**config.mk**
```make
export PLATFORM = sky130hd
export DESIGN_NAME = stack_alu_seq
export DESIGN_NICKNAME = d
export VERILOG_FILES = /design/src/rtl/stack_alu_seq_pkg.sv /design/src/rtl/sas_combine.sv /design/src/rtl/sas_ptr_step.sv /design/src/rtl/stack_alu_seq.sv
export SDC_FILE = /design/constraint.sdc
export NUM_CORES = 1
export LEC_CHECK = 0
export ABC_AREA = 1
export BUFFER_PORTS_ARGS = -buffer_cell sky130_fd_sc_hd__buf_2
export CAP_MARGIN = 40
export CORE_MARGIN = 2
export CORE_UTILIZATION = 30
export DETAILED_ROUTE_END_ITERATION = 10
export GPL_ROUTABILITY_DRIVEN = 0
export GPL_TIMING_DRIVEN = 1
export PLACE_DENSITY = 0.56
export SYNTH_ARGS = -nofsm -noshare
export SYNTH_HDL_FRONTEND = slang
export SYNTH_SLANG_ARGS = --single-unit
```
**constraint.sdc**
```tcl
create_clock -name clk -period 2.7 [get_ports clk]
set_clock_uncertainty 0.2 [all_clocks]
set_input_delay 0.675 -clock clk [delete_from_list [all_inputs] [get_ports clk]]
set_output_delay 0.675 -clock clk [all_outputs]
set_load 0.005 [all_outputs]
```
**src/rtl/stack_alu_seq_pkg.sv**
```systemverilog
package stack_alu_seq_pkg;

    localparam int DATA_W = 16;
    localparam int ADDR_W = 16;

    typedef enum logic [2:0] {
        ST_IDLE = 3'd0,
        ST_POP1 = 3'd1,
        ST_POP2 = 3'd2,
        ST_PUSH = 3'd3,
        ST_DONE = 3'd4
    } seq_state_e;

    typedef struct packed {
        seq_state_e          state;
        logic [ADDR_W-1:0]   ptr;
        logic [DATA_W-1:0]   tmp_top;
        logic [DATA_W-1:0]   tmp_next;
        logic                is_sub;
    } seq_regs_t;

endpackage

```
**src/rtl/sas_combine.sv**
```systemverilog
module sas_combine #(
    parameter int W = 16
) (
    input  logic [W-1:0] lhs,
    input  logic [W-1:0] rhs,
    input  logic         sub,
    output logic [W-1:0] res
);
    // Subtraction as lhs + ~rhs + 1, sharing one adder
    logic [W-1:0] rhs_sel;
    always_comb begin
        rhs_sel = sub ? ~rhs : rhs;
        res     = lhs + rhs_sel + {{(W-1){1'b0}}, sub};
    end
endmodule

```
**src/rtl/sas_ptr_step.sv**
```systemverilog
module sas_ptr_step #(
    parameter int W = 16
) (
    input  logic [W-1:0] ptr,
    output logic [W-1:0] up,
    output logic [W-1:0] down
);
    localparam logic [W-1:0] ONE = {{(W-1){1'b0}}, 1'b1};
    always_comb begin
        up   = ptr + ONE;
        down = ptr - ONE;
    end
endmodule

```
**src/rtl/stack_alu_seq.sv**
```systemverilog
module stack_alu_seq
    import stack_alu_seq_pkg::*;
(
    input  logic              clk,
    input  logic              rst_n,
    input  logic              start,
    input  logic              op_sub,
    input  logic [ADDR_W-1:0] sp_i,
    input  logic              mem_ready,
    input  logic [DATA_W-1:0] mem_rdata,
    output logic [ADDR_W-1:0] mem_addr,
    output logic [DATA_W-1:0] mem_wdata,
    output logic              mem_we,
    output logic              busy,
    output logic              done,
    output logic              sp_we,
    output logic [ADDR_W-1:0] sp_o
);

    seq_regs_t regs_d, regs_q;

    logic [ADDR_W-1:0] ptr_up, ptr_down;
    logic [DATA_W-1:0] result;

    sas_ptr_step #(.W(ADDR_W)) u_step (
        .ptr  (regs_q.ptr),
        .up   (ptr_up),
        .down (ptr_down)
    );

    // second-popped word is the left operand
    sas_combine #(.W(DATA_W)) u_combine (
        .lhs (regs_q.tmp_next),
        .rhs (regs_q.tmp_top),
        .sub (regs_q.is_sub),
        .res (result)
    );

    always_comb begin
        regs_d = regs_q;
        case (regs_q.state)
            ST_IDLE: begin
                if (start) begin
                    regs_d.state  = ST_POP1;
                    regs_d.ptr    = sp_i;
                    regs_d.is_sub = op_sub;
                end
            end
            ST_POP1: begin
                if (mem_ready) begin
                    regs_d.tmp_top = mem_rdata;
                    regs_d.ptr     = ptr_up;
                    regs_d.state   = ST_POP2;
                end
            end
            ST_POP2: begin
                if (mem_ready) begin
                    regs_d.tmp_next = mem_rdata;
                    regs_d.ptr      = ptr_up;
                    regs_d.state    = ST_PUSH;
                end
            end
            ST_PUSH: begin
                if (mem_ready) begin
                    regs_d.ptr   = ptr_down;
                    regs_d.state = ST_DONE;
                end
            end
            ST_DONE: begin
                regs_d.state = ST_IDLE;
            end
            default: begin
                regs_d.state = ST_IDLE;
            end
        endcase
    end

    always_ff @(posedge clk) begin
        if (!rst_n) begin
            regs_q <= '{state: ST_IDLE, ptr: '0, tmp_top: '0,
                        tmp_next: '0, is_sub: 1'b0};
        end else begin
            regs_q <= regs_d;
        end
    end

    always_comb begin
        mem_addr  = (regs_q.state == ST_PUSH) ? ptr_down : regs_q.ptr;
        mem_wdata = result;
        mem_we    = (regs_q.state == ST_PUSH);
        busy      = (regs_q.state != ST_IDLE);
        done      = (regs_q.state == ST_DONE);
        sp_we     = (regs_q.state == ST_DONE);
        sp_o      = regs_q.ptr;
    end

endmodule

```
Word level (Yosys, flattened, before mapping):

Cells that the tools add are included.

* memories: 0
* output and inout bits: 52
* word-level logic and storage cells: 34
* latch bits: 0
* register bits after elaboration: 52
* bits in writable memories: 0
* input port bits: 37
* memory bits (read-only): 0

* divide/modulo/power cells: 0
* eq/ne operators: 8
* mux-type cells: 8
* add/subtract/negate cells: 4
* bitwise operators: 1
* reduce and logical (&&, ||, !) cells: 8
* multipliers: 0
* shift-type cells: 0
* $lt $le $gt $ge: 0

Operator list (count)
* 16-bit one-hot mux with 4 select lines: 1
* 19-bit two-way mux: 3
* 35-bit two-way mux: 1
* 16-bit two-way mux: 2
* 16-bit by 1-bit adder with 16-bit output: 1
* 16-bit by 1-bit adder with 16-bit output (second input constant): 1
* 16-bit adder: 1
* 16-bit inverter: 1
* 16-bit by 1-bit subtractor with 16-bit output (second input constant): 1
* 3-bit one-hot mux with 4 select lines: 1
* 2-bit != test (second input constant): 4
* 3-bit by 2-bit equality test with 1-bit output (second input constant): 2
* 2-bit AND reduction: 3
* 5-bit AND reduction: 1
* 4-bit AND reduction: 1
* 4-bit nonzero test: 1
* 3-bit by 1-bit equality test with 1-bit output (second input constant): 1
* 3-bit equality test (second input constant): 1
* 3-bit zero test: 1
* 3-bit nonzero test: 1

Logic depth before layout (Yosys ltp):

* word-level depth: 4
* gate-level depth with buffers: 12
* depth with buffers taken out: 12

Hierarchy:

A second synthesis with hierarchy kept.

* cell total of the unflattened synthesis: 736
* area, all modules: 4484.3 µm²

Modules (own cells, without submodules)
* stack_alu_seq: sequential area each 1041.0 µm², cells each 414, area an instance 2672.6 µm², instances 1
* sas_combine: sequential area each 0.0 µm², cells each 167, area an instance 1016.0 µm², instances 1
* sas_ptr_step: sequential area each 0.0 µm², cells each 155, area an instance 795.8 µm², instances 1

Worst setup path after synthesis:

No wires, ideal clock.

* kind: register -> output
* from: reg regs_q[0]
* to: out mem_wdata[15]
* cell stages (with the launch flop): 13
* required time: 1825 ps
* slack: -113 ps
* buffers on the path: 2
* data arrival time: 1938 ps
* path through: dfxtp_1 -> buf_4 -> buf_2 -> xor2_1 -> ha_1 -> nand2_1 -> o21ai_0 -> nand4_1 -> nand2_1 -> nand2_1 -> nand2_1 -> nand2_1 -> nand2_1

* word-level cells in the longest chain between the ends: 3

Ends and longest elaborated chain
* from (decl): RTL line stack_alu_seq.sv:20 `seq_regs_t regs_d, regs_q;`
* from (signal assigned): RTL line stack_alu_seq.sv:80 `regs_q <= '{state: ST_IDLE, ptr: '0, tmp_top: '0,`
* from (signal assigned): RTL line stack_alu_seq.sv:83 `regs_q <= regs_d;`
* 16-bit two-way mux: RTL line sas_combine.sv:12 `rhs_sel = sub ? ~rhs : rhs;`
* 16-bit adder: RTL line sas_combine.sv:13 `res = lhs + rhs_sel + {{(W-1){1'b0}}, sub};`
* 16-bit by 1-bit adder with 16-bit output (*): RTL line sas_combine.sv:13
* to (decl): RTL line stack_alu_seq.sv:12 `output logic [DATA_W-1:0] mem_wdata,`

Mark *: on every way between the ends. The rest lies on a longest branch, timed or not.

Worst setup path after layout:

* from: reg regs_q[0]
* to: out mem_wdata[14]

The elaborated chain is that of the path after synthesis.

==> flow_summary.toml <==
[timing]
hold_violations = 0
setup_tns_ns = -3.413
slew_violations = 0
worst_pin_slew_ns = 0.7782
fin_ws_ns = -0.3869
max_slew_margin_pct = 48.11
fin_crit_ns = 3.087
max_freq_mhz = 324.0
fin_crit_sh_pct = 114.3
rsz0062_at_grt = "yes"
setup_violations = 13
hold-worst-slack_ns = 0.2704

[synthesis]
synth.top_cell.area_share_pct = 25.49
synthCells = 645
async_reset_ff_share_pct = 0
synthesis.area_um2 = 4084
synth_flop_cell = "dfxtp_1"
yosys.area.top_type = "dfxtp_1"
synth_seq_area_share_pct = 25.49
syn_nets = 700
synth-compound-area-share_pct = 17.28
ys_types = 37
synthMuxAreaShare_pct = 0
yosys_warnings = 0
synth_top_family_by_area = "simple AND/OR/NAND/NOR gates"
ys_ff_latch = 52
avgSynthCellArea_um2 = 6.332
synthXorXnorAreaFrac_pct = 6.219
yosys.cell_count.top_type = "nand2_1"
netlist_top_cells_area = "dfxtp_1, nand2_1, nand3_1"
synth_fa_ha_area_share_pct = 5.699
yosys.area_share.simple_pct = 32.41
synthTopCellsByCount = "nand2_1, nor2_1, nand3_1"
synth_edf_count = 0

[worst_setup_path]
cp_cell_sequence = "buf_12 > buf_4 > xor2_1 > ha_1 > a21oi_1 > o21ai_1 > a21oi_1 > o21ai_2 > xor2_1 > buf_2"
required_ns = 1.82
cp_max_fo = 12
end_kind = "output pin"
crit_slowest_cell = "dfxtp_4"
start_kind = "register"
reg2reg_slack_ns = 0.23
cp_slowest_stage_delay_ns = 0.37
criticalPathCategory = "register to output pin"
cp.arrival_ns = 2.21
cpLargestDelayFamily = "compound AO/OA/AOI/OAI gates"
worst-path-buf-inv = 3

[placement]
io_buffer_count = 88
dp_hpwl_mm = 9.155

[power]
power.density_nw_per_um2 = 1015
p_clk_share_pct = 14.5
p_leak_uw = 0.002573
power.share.sequential_pct = 24.5
p_sw_share_pct = 47.79
internal_power_uw = 2724
p_sw_uw = 2494
power_frac_comb_pct = 60.9
ir_drop_v = 0.0005062

[run]
drv_cap = 0

[clock_tree]
clkSinkCount = 52
insertion_delay_ns = 0.30
clockRootBuffer = "clkbuf_16"
htree_levels = 2
clock_path_buffers = 2
cts_tree = "built"
cts_buffers = 5
clk_pin_slew_ns = 0.08

[route]
drtIter0Drc = 236
wl_per_cell_um = 13.58
vias = 4342
via_per_inst = 4.771
drc = 0
ant_nets = 0
routed_wirelength_mm = 12.36
firstDrtPassIters = 5

[global_routing]
grt_pass1_vias = 3875
grtUsageTotal_pct = 16.84
grt_first_pass_wirelength_mm = 19.55
grt_max_degree = 29
antenna_found_initial = 0
gr-total-overflow = 0

[floorplanning]
ioPinCount = 89
dieArea_um2 = 14560
start_util_pct = 30.84
rows = 42
die_h_um = 120.7
fp.dieW_um = 120.7
core_area_um2 = 13240

[cells_and_area]
area_growth_pct = 25.86
antenna_cells = 0
final_util_pct = 38.81
finalNetCount = 788
final_layout_size_suffix_gt1_share_pct = 26.57

[run_status]
violations = "negative setup slack"
status = "finished, violations left"

[min_path]
holdCritPathClass = "register to register"
timing repair:
| action | in CTS | in global routing |
|---|---|---|
| pin swaps | 11 | 13 |
| hold buffers | 0 | 0 |
| buffers inserted | 1 | 2 |
| setup endpoints to repair | 25 | 25 |
| gates resized for setup | 30 | 31 |
layer usage:
layer  global-route usage (%)  up-vias  wire length, um
li1                         -     2277                -
met5                        0        -                0
met3                    2.830        8              431
met1                    24.29     1978             6257
met2                    26.13       79             5541
met4                    3.852        0              130
cells in the final DEF (no fill, tap or decap), drive strengths merged:
master	instances
nor2	79
a21boi	1
fa	1
o21ai	70
buf	127
inv	65
nand3	66
dfxtp	52
nand3b	3
bufinv	1
xnor2	4
o221ai	1
o21bai	4
a21o	1
clkinv	2
xor2	25
o211ai	3
ha	17
or2	2
clkbuf	6
nor3	3
nor4	2
a21oi	49
a31oi	2
nand4	12
nand2	136
kinds of logic after synthesis:
| logic type | count (synthesis) |
|---|---|
| AO/OA/AOI/OAI | 131 |
| XOR/XNOR | 29 |
| adder cells (fa/ha/maj) | 18 |
| buffers and inverters | 112 |
| flip-flops | 52 |
| AND/OR/NAND/NOR | 303 |
path summary, 6_finish.rpt:
path,from,end,cells past startpoint
max,regs_q[0]$_SDFFE_PN0P_,mem_wdata[14],10
min,regs_q[8]$_SDFFE_PN0P_,regs_q[8]$_SDFFE_PN0P_,2
max reg2reg,regs_q[50]$_SDFFE_PN0P_,sp_o[12]$_SDFFE_PN0P_,6
min reg2reg,regs_q[8]$_SDFFE_PN0P_,regs_q[8]$_SDFFE_PN0P_,2
tightest hold or removal path, delay by kind of cell, from the launching register on:
family	cells	cell delay, ns
flip-flops	1	0.32
AND/OR/NAND/NOR	1	0.06
AO/OA/AOI/OAI	1	0.05
power groups by stage:
stage / Sequential, uW / Combinational (uW) / Clock, uW
6_report: 1280 / 3180 / 759
5_1_grt: 1320 / 3560 / 808
4_1_cts: 1250 / 3100 / 778
3_5_place_dp: 1260 / 2960 / 0
3_3_place_gp: 1260 / 2950 / 0
2_1_floorplan: 1120 / 2140 / 0
flip-flops by register name, summed over array words and instances, names as in the netlist:
name    flops
regs_q     36
sp_o       16
layout make-up:
cell class	count	area, um^2
Clock buffer	6	128.9
Clock inverter	2	38.79
Fill cell	1483	8103
Inverter	66	255.2
Multi-Input combinational cell	481	2695
Sequential cell	52	1052
Tap cell	176	220.2
Timing Repair Buffer	127	749.5
per-stage QoR:
stage                     setup WS, ns  total power, uW  instances  area, um^2
after detailed placement       -0.1656             4219        899        4752
final                          -0.3869             5218        910        5140
after global placement         -0.1233             4213        899        4752
after floorplan               0.003200             3259        645        4090
after CTS                      -0.3936             5128        908        5027
after global routing           -0.4788             5689        910        5140
Power figures use the tool's default switching activity.
